## config.mk

```make
export PLATFORM = sky130hd
export DESIGN_NAME = evt_rx_if
export DESIGN_NICKNAME = d
export VERILOG_FILES = /design/src/rtl/evt_rx_pkg.sv /design/src/rtl/evt_rx_sync.sv /design/src/rtl/evt_rx_ped.sv /design/src/rtl/evt_rx_if.sv
export SDC_FILE = /design/constraint.sdc
export NUM_CORES = 1
export LEC_CHECK = 0
export BUFFER_PORTS_ARGS = -buffer_cell sky130_fd_sc_hd__buf_4
export CAP_MARGIN = 10
export CORE_MARGIN = 2
export CORE_UTILIZATION = 40
export CTS_BUF_LIST = sky130_fd_sc_hd__clkbuf_4
export CTS_CLUSTER_SIZE = 28
export DETAILED_ROUTE_END_ITERATION = 7
export GPL_TIMING_DRIVEN = 0
export PLACE_DENSITY = 0.57
export SYNTH_ARGS = -nofsm -noshare
export SYNTH_HDL_FRONTEND = slang
export SYNTH_SLANG_ARGS = --single-unit
```

## constraint.sdc

```tcl
create_clock -name clk -period 3.65 [get_ports clk]
set_input_delay 0.365 -clock clk [delete_from_list [all_inputs] [get_ports clk]]
set_output_delay 0.365 -clock clk [all_outputs]
set_load 0.005 [all_outputs]
```

## src/rtl/evt_rx_pkg.sv

```systemverilog
package evt_rx_pkg;

  typedef enum logic [2:0] {
    PS_IDLE  = 3'd0,
    PS_HOLD  = 3'd1,
    PS_ZSOFF = 3'd2,
    PS_REL   = 3'd3,
    PS_FIRE  = 3'd4
  } ped_state_t;

endpackage

```

## src/rtl/evt_rx_sync.sv

```systemverilog
module evt_rx_sync #(
  parameter int W      = 16,
  parameter int STAGES = 2
) (
  input  logic         clk,
  input  logic         rst_n,
  input  logic [W-1:0] word_i,
  input  logic         strobe_i,
  output logic [W-1:0] word_o,
  output logic         edge_o
);

  logic [STAGES-1:0] stb_q;
  logic [W-1:0]      wd_q [STAGES];
  logic              stb_last_q;

  genvar g;
  generate
    for (g = 0; g < STAGES; g++) begin : g_stage
      if (g == 0) begin : g_first
        always_ff @(posedge clk or negedge rst_n) begin
          if (!rst_n) begin
            stb_q[0] <= 1'b0;
            wd_q[0]  <= '0;
          end else begin
            stb_q[0] <= strobe_i;
            wd_q[0]  <= word_i;
          end
        end
      end else begin : g_next
        always_ff @(posedge clk or negedge rst_n) begin
          if (!rst_n) begin
            stb_q[g] <= 1'b0;
            wd_q[g]  <= '0;
          end else begin
            stb_q[g] <= stb_q[g-1];
            wd_q[g]  <= wd_q[g-1];
          end
        end
      end
    end
  endgenerate

  always_ff @(posedge clk or negedge rst_n) begin
    if (!rst_n) stb_last_q <= 1'b0;
    else        stb_last_q <= stb_q[STAGES-1];
  end

  assign edge_o = stb_q[STAGES-1] & ~stb_last_q;
  assign word_o = wd_q[STAGES-1];

endmodule

```

## src/rtl/evt_rx_ped.sv

```systemverilog
module evt_rx_ped
  import evt_rx_pkg::*;
(
  input  logic clk,
  input  logic rst_n,
  input  logic req_i,
  input  logic start_ok_i,
  input  logic restore_i,
  output logic hold_o,
  output logic zs_en_o,
  output logic pulse_o
);

  ped_state_t state_q, state_d;
  logic       zs_q, zs_d;

  always_comb begin
    state_d = state_q;
    unique case (state_q)
      PS_IDLE:  if (req_i && start_ok_i) state_d = PS_HOLD;
      PS_HOLD:  state_d = PS_ZSOFF;
      PS_ZSOFF: state_d = PS_REL;
      PS_REL:   state_d = PS_FIRE;
      PS_FIRE:  state_d = PS_IDLE;
      default:  state_d = PS_IDLE;
    endcase
  end

  always_comb begin
    zs_d = zs_q;
    if (state_q == PS_HOLD) zs_d = 1'b0;
    else if (restore_i)     zs_d = 1'b1;
  end

  always_ff @(posedge clk or negedge rst_n) begin
    if (!rst_n) begin
      state_q <= PS_IDLE;
      zs_q    <= 1'b1;
    end else begin
      state_q <= state_d;
      zs_q    <= zs_d;
    end
  end

  assign hold_o  = (state_q == PS_HOLD) || (state_q == PS_ZSOFF);
  assign pulse_o = (state_q == PS_FIRE);
  assign zs_en_o = zs_q;

  AST_PULSE_ZS_OFF: assert property (@(posedge clk) disable iff (!rst_n)
    pulse_o |-> !zs_en_o);
  AST_HOLD_THEN_RELEASE: assert property (@(posedge clk) disable iff (!rst_n)
    (hold_o && !zs_en_o && $past(hold_o)) |=> !hold_o);

endmodule

```

## src/rtl/evt_rx_if.sv

```systemverilog
module evt_rx_if #(
  parameter int                NUM_W       = 12,
  parameter int                TYPE_W      = 4,
  parameter int                SYNC_STAGES = 2,
  parameter logic [TYPE_W-1:0] PED_TYPE    = 4'h8,
  parameter logic [TYPE_W-1:0] SYNC_TYPE   = 4'hF
) (
  input  logic                     clk,
  input  logic                     rst_n,
  input  logic [NUM_W+TYPE_W-1:0]  link_word_i,
  input  logic                     link_strobe_i,
  input  logic                     buffered_i,
  input  logic                     ped_req_i,
  output logic                     busy_o,
  output logic                     evt_valid_o,
  output logic [NUM_W-1:0]         evt_num_o,
  output logic [TYPE_W-1:0]        evt_type_o,
  output logic                     evt_special_o,
  output logic                     seq_err_o,
  output logic                     overrun_o,
  output logic                     zs_enable_o,
  output logic                     pulser_o
);

  localparam int WORD_W = NUM_W + TYPE_W;

  logic [WORD_W-1:0] word_s;
  logic              edge_s;
  logic              ped_hold;

  logic              valid_q, valid_d;
  logic [NUM_W-1:0]  num_q, num_d;
  logic [TYPE_W-1:0] type_q, type_d;
  logic              err_q, err_d;
  logic              ovr_q, ovr_d;
  logic [NUM_W-1:0]  prev_q, prev_d;
  logic              have_prev_q, have_prev_d;

  logic              busy;
  logic              capture;
  logic              release_evt;
  logic [NUM_W-1:0]  in_num;
  logic [TYPE_W-1:0] in_type;

  evt_rx_sync #(.W(WORD_W), .STAGES(SYNC_STAGES)) u_sync (
    .clk      (clk),
    .rst_n    (rst_n),
    .word_i   (link_word_i),
    .strobe_i (link_strobe_i),
    .word_o   (word_s),
    .edge_o   (edge_s)
  );

  assign busy        = valid_q | ped_hold;
  assign capture     = edge_s & ~busy;
  assign release_evt = valid_q & buffered_i;
  assign in_num      = word_s[NUM_W-1:0];
  assign in_type     = word_s[WORD_W-1:NUM_W];

  evt_rx_ped u_ped (
    .clk        (clk),
    .rst_n      (rst_n),
    .req_i      (ped_req_i),
    .start_ok_i (~valid_q & ~edge_s),
    .restore_i  (release_evt && (type_q == PED_TYPE)),
    .hold_o     (ped_hold),
    .zs_en_o    (zs_enable_o),
    .pulse_o    (pulser_o)
  );

  always_comb begin
    valid_d     = valid_q;
    num_d       = num_q;
    type_d      = type_q;
    err_d       = err_q;
    ovr_d       = ovr_q;
    prev_d      = prev_q;
    have_prev_d = have_prev_q;
    if (edge_s && busy) ovr_d = 1'b1;
    if (release_evt) valid_d = 1'b0;
    if (capture) begin
      valid_d     = 1'b1;
      num_d       = in_num;
      type_d      = in_type;
      err_d       = have_prev_q && (in_type != SYNC_TYPE) &&
                    (in_num != prev_q + 1'b1);
      prev_d      = in_num;
      have_prev_d = 1'b1;
    end
  end

  always_ff @(posedge clk or negedge rst_n) begin
    if (!rst_n) begin
      valid_q     <= 1'b0;
      num_q       <= '0;
      type_q      <= '0;
      err_q       <= 1'b0;
      ovr_q       <= 1'b0;
      prev_q      <= '0;
      have_prev_q <= 1'b0;
    end else begin
      valid_q     <= valid_d;
      num_q       <= num_d;
      type_q      <= type_d;
      err_q       <= err_d;
      ovr_q       <= ovr_d;
      prev_q      <= prev_d;
      have_prev_q <= have_prev_d;
    end
  end

  assign busy_o        = busy;
  assign evt_valid_o   = valid_q;
  assign evt_num_o     = num_q;
  assign evt_type_o    = type_q;
  assign evt_special_o = |type_q;
  assign seq_err_o     = err_q;
  assign overrun_o     = ovr_q;

  AST_CAPTURE_SETS_BUSY: assert property (@(posedge clk) disable iff (!rst_n)
    (edge_s && !busy_o) |=> (evt_valid_o && busy_o));
  AST_RELEASE_CLEARS: assert property (@(posedge clk) disable iff (!rst_n)
    (evt_valid_o && buffered_i) |=> !evt_valid_o);
  AST_OVERRUN_KEEPS_EVT: assert property (@(posedge clk) disable iff (!rst_n)
    (edge_s && evt_valid_o && !buffered_i) |=> (overrun_o && $stable(evt_num_o) && $stable(evt_type_o)));
  AST_SYNC_NO_ERR: assert property (@(posedge clk) disable iff (!rst_n)
    (evt_valid_o && evt_type_o == SYNC_TYPE) |-> !seq_err_o);
  AST_OVERRUN_STICKY: assert property (@(posedge clk) disable iff (!rst_n)
    overrun_o |=> overrun_o);

endmodule

```

==> qor.yml, run 1 <==
syn_nets: 183
die-area_um2: 6250
yosys_warnings: 0
grt_usage_pct: 14.6
synth.largest_area_cell: "dfrtp_1"
cpMaxStageDelayCell: "dfrtp_1"
final_core_util_pct: 50.9
internal_power_uw: 1350
status: "completed"
io_pins: 44
finalSetupViolations: 0
end_kind: "primary output"
ant_nets: 0
hold_ws_ps: 14.2
hold_path.class: "in -> async"
initial_core_util_pct: 41.2
synth_compound_gate_area_share_pct: 5.88
netlist-cell-type-count: 44
die_h_um: 79.1
grt-ovfl-total: 0
cts_tree: "done"
p_leak_uw: 0.00122
crit_type: "reg -> out"
finalWirelength_mm: 3.93
drtPass1Iterations: 4
clock_path_buffers: 2
antenna_cells: 0
wl_met3_um: 232
place_area_um2: 2670
drt_iter0_markers: 45
setup_tns_ps: 0
maxCapViolCount: 0
wire_per_inst_um: 13.5
layout-drive-gt1-share_pct: 38.2
finalCriticalPeriod_ps: 1820
grt_max_degree: 60
synth_area_um2: 2250
crit_path_max_fanout: 5
route.met2.wl_mm: 1.91
h-tree-depth: 3
vias: 1420
skew_ps: 13.1
cp_cell_sequence: "xnor2_1 -> nor2_1 -> nor2_1 -> inv_1 -> buf_4"
power_frac_seq_pct: 47.9
antenna_found_initial: 0
cts_sinks: 59
synth_edf_count: 0
p_sw_uw: 708
post-route-period-util_pct: 49.9
slew_headroom_pct: 53.1
ys_seq_area_share_pct: 65.5
worst_pin_slew_ps: 703
cts_setup_buffers: 0
ys_ff_latch: 59
synth_area_leaders: "dfrtp_1 (64%), mux2_2 (7.5%), xor2_1 (2.3%)"
grt_pass1_vias: 1407
num_rows: 27
cts_hold_buf: 0
combinationalPowerShare_pct: 33.4
cts-buffers-inserted: 9
power.density_nw_per_um2: 737
gp_congestion: 0.823
slowest_delay_ps: 430
rsz0062_at_grt: "no"
synth_simple_gate_area_share_pct: 14.1
worstSkewPairLatency_ps: 390
ir_worst_vdd_mv: 0.267
slew_viol_final: 0
syn_to_final_growth_pct: 23.5
cpMostUsedCell: "nor2_1"
clockRootBuffer: "clkbuf_4"
vias_per_cell: 4.86
grt_pass1_wl_mm: 6.82
synth_mux_area_share_pct: 7.94
core_area_um2: 5470
numPortBuffers: 43
m1WireLength_mm: 1.73
clockPowerShare_pct: 18.7
drc: 0
top_layer: "met4"
clkSlewWorstSetupHoldPaths_ps: 100
cp.arrival_ps: 1460
switching_share_pct: 34.5
netlist.area_leader.share_pct: 64.4
hold_violations: 0
crit_required_ps: 3280
die_width_um: 79.1
synthCells: 161
synth_top_family_by_area: "simple AND/OR/NAND/NOR gates"
worst_setup_path_start_kind: "register"
synthArstFlopShare_pct: 100
synth-xor-area-share_pct: 4.27
synthAdderAreaFrac_pct: 0.555
finalNetCount: 237
ys.flop_type: "dfrtp_1"
max_freq_mhz: 549
ctsResizeCount: 0
setup_ws_ps: 1830
syn_area_per_cell_um2: 14.0
finalInstanceArea_um2: 2790
hpwl_mm: 2.79
dp_slack_ps: 1980
## cell usage after synthesis (all sizes together), types with 2 or more instances
cell,number
dfrtp,58
mux2,15
nor3,7
nor2,6
nor3b,6
o21ai,6
xor2,6
nand2,5
xnor2,5
inv,4
nand3,4
a21oi,3
a31oi,3
buf,3
nand2b,3
and2,2
and3b,2
nand4,2
nor2b,2
nor4,2
nor4bb,2
## logic make-up (layout without fill, tap and decap cells)
family	count (synthesis)	after routing
AOI/OAI and AO/OA	20	20
xor gates and xnor gates	11	11
adders and majority gates	1	1
buffers and inverters	7	66
DFF	59	59
muxes	16	16
and+or+nand+nor	47	47
## path summary, 6_finish.rpt
check | from | endpoint | slack, ps | cells past startpoint
setup / recovery | u_ped.state_q[0] | busy_o | 1830 | 5
hold / removal | rst_n | u_sync.wd_q[18] | 10 | 1
setup reg to reg | prev_q[0] | seq_err_o | 1930 | 5
hold reg to reg | u_sync.wd_q[27] | u_sync.word_o[11] | 340 | 0
max in group asynchronous | rst_n | prev_q[3] | 3160 | 1
min in group clk | link_word_i[8] | u_sync.wd_q[24] | 70 | 1
## power groups by stage
stage	combinational (uW)	sequential (uW)	clock, uW
floorplan	398	967	0
global placement	683	987	0
detailed placement	695	997	0
CTS	698	986	407
global route	762	1010	441
finish	686	983	384
## cell type report
class	instances	area (um^2)
Buffer	3	23.8
Inverter	4	15.0
Multi-Input combinational cell	95	738
Clock inverter	6	42.5
Clock buffer	10	75.1
Timing Repair Buffer	43	323
Tap cell	72	90.1
Sequential cell	59	1480
Fill cell	499	2690
## through the flow
step	instances	total power (uW)
after floorplan	161	1360
after global placement	276	1670
after detailed placement	276	1690
after CTS	292	2090
after global routing	292	2220
final	292	2050
## placed cells by master (no fill, tap or decap), types with 3 or more instances in the layout
master	instances
a21oi_1	3
nor2_1	5
o21ai_0	5
nor3b_1	6
nand2b_1	3
nand2_1	5
nand3_1	3
xnor2_1	5
inv_1	4
nor3_1	6
a31oi_1	3
xor2_1	6
clkbuf_4	10
dfrtp_1	58
buf_4	44
mux2_2	15
## state kept, by name (all words and copies together) (netlist names)
signal / cells
evt_type_o: 4
u_ped.state_q: 3
u_sync.stb_q: 2
overrun_o: 1
u_ped.zs_en_o: 1
evt_valid_o: 1
u_sync.wd_q: 16
u_sync.word_o: 16
have_prev_q: 1
u_sync.stb_last_q: 1
prev_q: 12
seq_err_o: 1
## worst max-delay path, delay by kind of cell, from the launching register on
kind | cells | cell delay, ps
and+or+nand+nor | 2 | 220
buffers and inverters | 2 | 180
DFF | 1 | 430
xor gates and xnor gates | 1 | 250
## metal layers
layer  track usage, %  vias up
li1                 -      684
met1             17.7      696
met2             22.6       34
met3             7.39        6
met4             4.66        0
met5                0        -
(Power assumes the default switching activity.)
==> run 2: changes to the inputs <==
--- a/config.mk
+++ b/config.mk
@@ -5,6 +5,7 @@
 export SDC_FILE = /design/constraint.sdc
 export NUM_CORES = 1
 export LEC_CHECK = 0
+export ABC_AREA = 1
 export BUFFER_PORTS_ARGS = -buffer_cell sky130_fd_sc_hd__buf_4
 export CAP_MARGIN = 10
 export CORE_MARGIN = 2
==> constraint.sdc (replaced) <==
create_clock -name clk -period 1.7 [get_ports clk]
set_input_delay 0.17 -clock clk [delete_from_list [all_inputs] [get_ports clk]]
set_output_delay 0.17 -clock clk [all_outputs]
set_load 0.005 [all_outputs]
==> qor.yml, run 2 <==
synth.most_common_cell: "nand2_1"
worst_setup_path_start_kind: "register"
synth.largest_area_cell: "dfrtp_1"
crit_path_max_fanout: 2
h-tree-depth: 3
finalNetCount: 332
num-fill-cells: 517
crit_path_end: "seq_err_o"
max_freq_mhz: 619
ant_nets: 0
power.density_nw_per_um2: 1470
cp.arrival_ps: 1920
io_pins: 44
hpwl_mm: 2.99
synth_mux_area_share_pct: 1.95
netlist-cell-type-count: 24
initial_core_util_pct: 41.6
core_area_um2: 5540
antenna_found_initial: 0
crit_start: "prev_q[0]"
synth_area_leaders: "dfrtp_1 (63%), nand2_1 (11%), inv_1 (5.2%)"
hold_violations: 0
clockRootBuffer: "clkbuf_4"
seqCellArea_um2: 1480
p_leak_uw: 0.00153
wire_per_inst_um: 11.8
syn_nets: 257
vias: 1729
synth_simple_gate_area_share_pct: 21.4
synth-xor-area-share_pct: 2.28
cts_sinks: 59
die_h_um: 79.9
multi_input_comb_area_um2: 712
yosys_warnings: 0
drt_iter0_markers: 54
drtPass1Iterations: 4
clkSlewWorstSetupHoldPaths_ps: 100
crit_type: "reg -> reg"
cts_tree: "done"
grt_pass1_vias: 1681
cts-buffers-inserted: 9
syn_to_final_growth_pct: 33.9
hold_path.class: "in -> reg"
grt_max_degree: 60
worst_pin_slew_ps: 729
slew_headroom_pct: 51.4
grt_pass1_wl_mm: 7.55
final_core_util_pct: 55.7
finalWirelength_mm: 4.58
ir_worst_vdd_mv: 0.663
post-route-period-util_pct: 95.0
finalCriticalPeriod_ps: 1610
ff2ff_setup_slack_ps: 90
worstSkewPairLatency_ps: 420
rr_worst_depth: 12
rsz0062_at_grt: "yes"
setup_tns_ps: 0
setup_ws_ps: 85.6
die-area_um2: 6390
grt-ovfl-total: 0
layout-drive-gt1-share_pct: 27.0
layout_commonest_cell: "nand2_1"
synth_compound_gate_area_share_pct: 3.80
synth_top_family_by_area: "simple AND/OR/NAND/NOR gates"
final_cell_mix: "nand2_1 (64), dfrtp_1 (57), buf_4 (45), inv_1 (31), dlygate4sd3_1 (19)"
ys.flop_type: "dfrtp_1"
antenna_cells: 0
slew_viol_final: 0
numPortBuffers: 43
skew_ps: 9.17
clock_path_buffers: 2
vias_per_cell: 4.47
end_kind: "register"
ys_ff_latch: 59
r2r-end: "seq_err_o"
dp_slack_ps: -6.66
syn_area_per_cell_um2: 9.81
num_rows: 27
gp_congestion: 0.803
synthArstFlopShare_pct: 100
synthAdderAreaFrac_pct: 0.543
finalSetupViolations: 0
synth_area_um2: 2310
status: "completed"
synth_common_cells: "nand2_1 (66), dfrtp_1 (58), inv_1 (32)"
netlist.area_leader.share_pct: 62.9
timing.rr.start: "prev_q[0]"
die_width_um: 79.9
maxCapViolCount: 0
crit_required_ps: 2010
grt_usage_pct: 16.4
ys_seq_area_share_pct: 64.1
synthCells: 235
drc: 0
synth_edf_count: 0
==> run 2: changes by cell type in the layout (fill, tap and decap cells not counted), moves of 4 or more <==
| cell | change |
|---|---|
| nor2_1 | +8 |
| nand2_2 | +5 |
| xor2_1 | -4 |
| nand2_1 | +59 |
| nor3b_1 | -6 |
| dlygate4sd3_1 | +19 |
| inv_1 | +27 |
| nor2_2 | +5 |
| mux2_2 | -11 |
| o21ai_0 | +9 |
| nand3_1 | +11 |
==> run 2: area by class of cell <==
type                            instances  area share [%]
Buffer                                  3           0.405
Clock buffer                           10            2.43
Clock inverter                          6            2.15
Inverter                               33            4.01
Multi-Input combinational cell        140            23.1
Sequential cell                        59            47.9
Tap cell                               72            2.92
Timing Repair Buffer                   64            17.1
==> run 2: cell families after synthesis <==
| family | count (synthesis) |
|---|---|
| buffers and inverters | 36 |
| xor gates and xnor gates | 6 |
| adders and majority gates | 1 |
| muxes | 4 |
| DFF | 59 |
| and+or+nand+nor | 112 |
| AOI/OAI and AO/OA | 17 |
==> run 2: worst min path at each step <==
stage / from / end / depth (start not counted)
2_1_floorplan: rst_n / evt_type_o[0] / 0
3_3_place_gp: rst_n / u_sync.word_o[3] / 1
3_5_place_dp: rst_n / u_sync.word_o[3] / 1
4_1_cts: ped_req_i / u_ped.state_q[0] / 3
5_1_grt: ped_req_i / u_ped.state_q[0] / 3
6_report: ped_req_i / u_ped.state_q[0] / 3
==> run 2: critical path: stages (launching register included) <==
cell	delay [ps]
dfrtp_2	440
ha_4	270
inv_2	30
nand2_2	50
nand2_2	50
nor2_2	80
nand3_1	70
nor2_1	120
nand3_1	80
nor2_1	130
nand2_1	70
nand2_1	50
nand2_1	50
==> run 2: timing repair <==
action                                  in CTS  in global routing
endpoints found under the hold margin       77                  0
endpoints found under the setup margin       1                  1
pin swaps                                    0                  9
buffers inserted                             2                  0
hold buffers                                19                  0
gates resized for setup                      1                  5
==> run 2: per-stage QoR <==
step | instance area (um^2) | power, uW | instances | hold slack, ps
CTS | 3070 | 4560 | 387 | 39.0
detailed placement | 2720 | 3460 | 350 | 280
finish | 3090 | 4540 | 387 | 67.8
floorplan | 2310 | 2780 | 235 | -126
global placement | 2720 | 3410 | 350 | 278
global route | 3090 | 4920 | 387 | 71.5
==> run 2: power breakdown <==
| group | internal, uW | total, uW | switching (uW) |
|---|---|---|---|
| clock | 463 | 997 | 534 |
| sequential | 1700 | 2020 | 323 |
| combinational | 775 | 1520 | 743 |
==> run 2: layer usage <==
layer  vias up  GRT usage (%)  wire length, um  part of all wire (%)
met5         -              0                0                     0
met4         0           7.12               91                   2.0
met3         7           7.92              239                   5.2
met2        43           25.8             2250                    49
met1       805           19.0             2000                    44
li1        874              -                -                     -
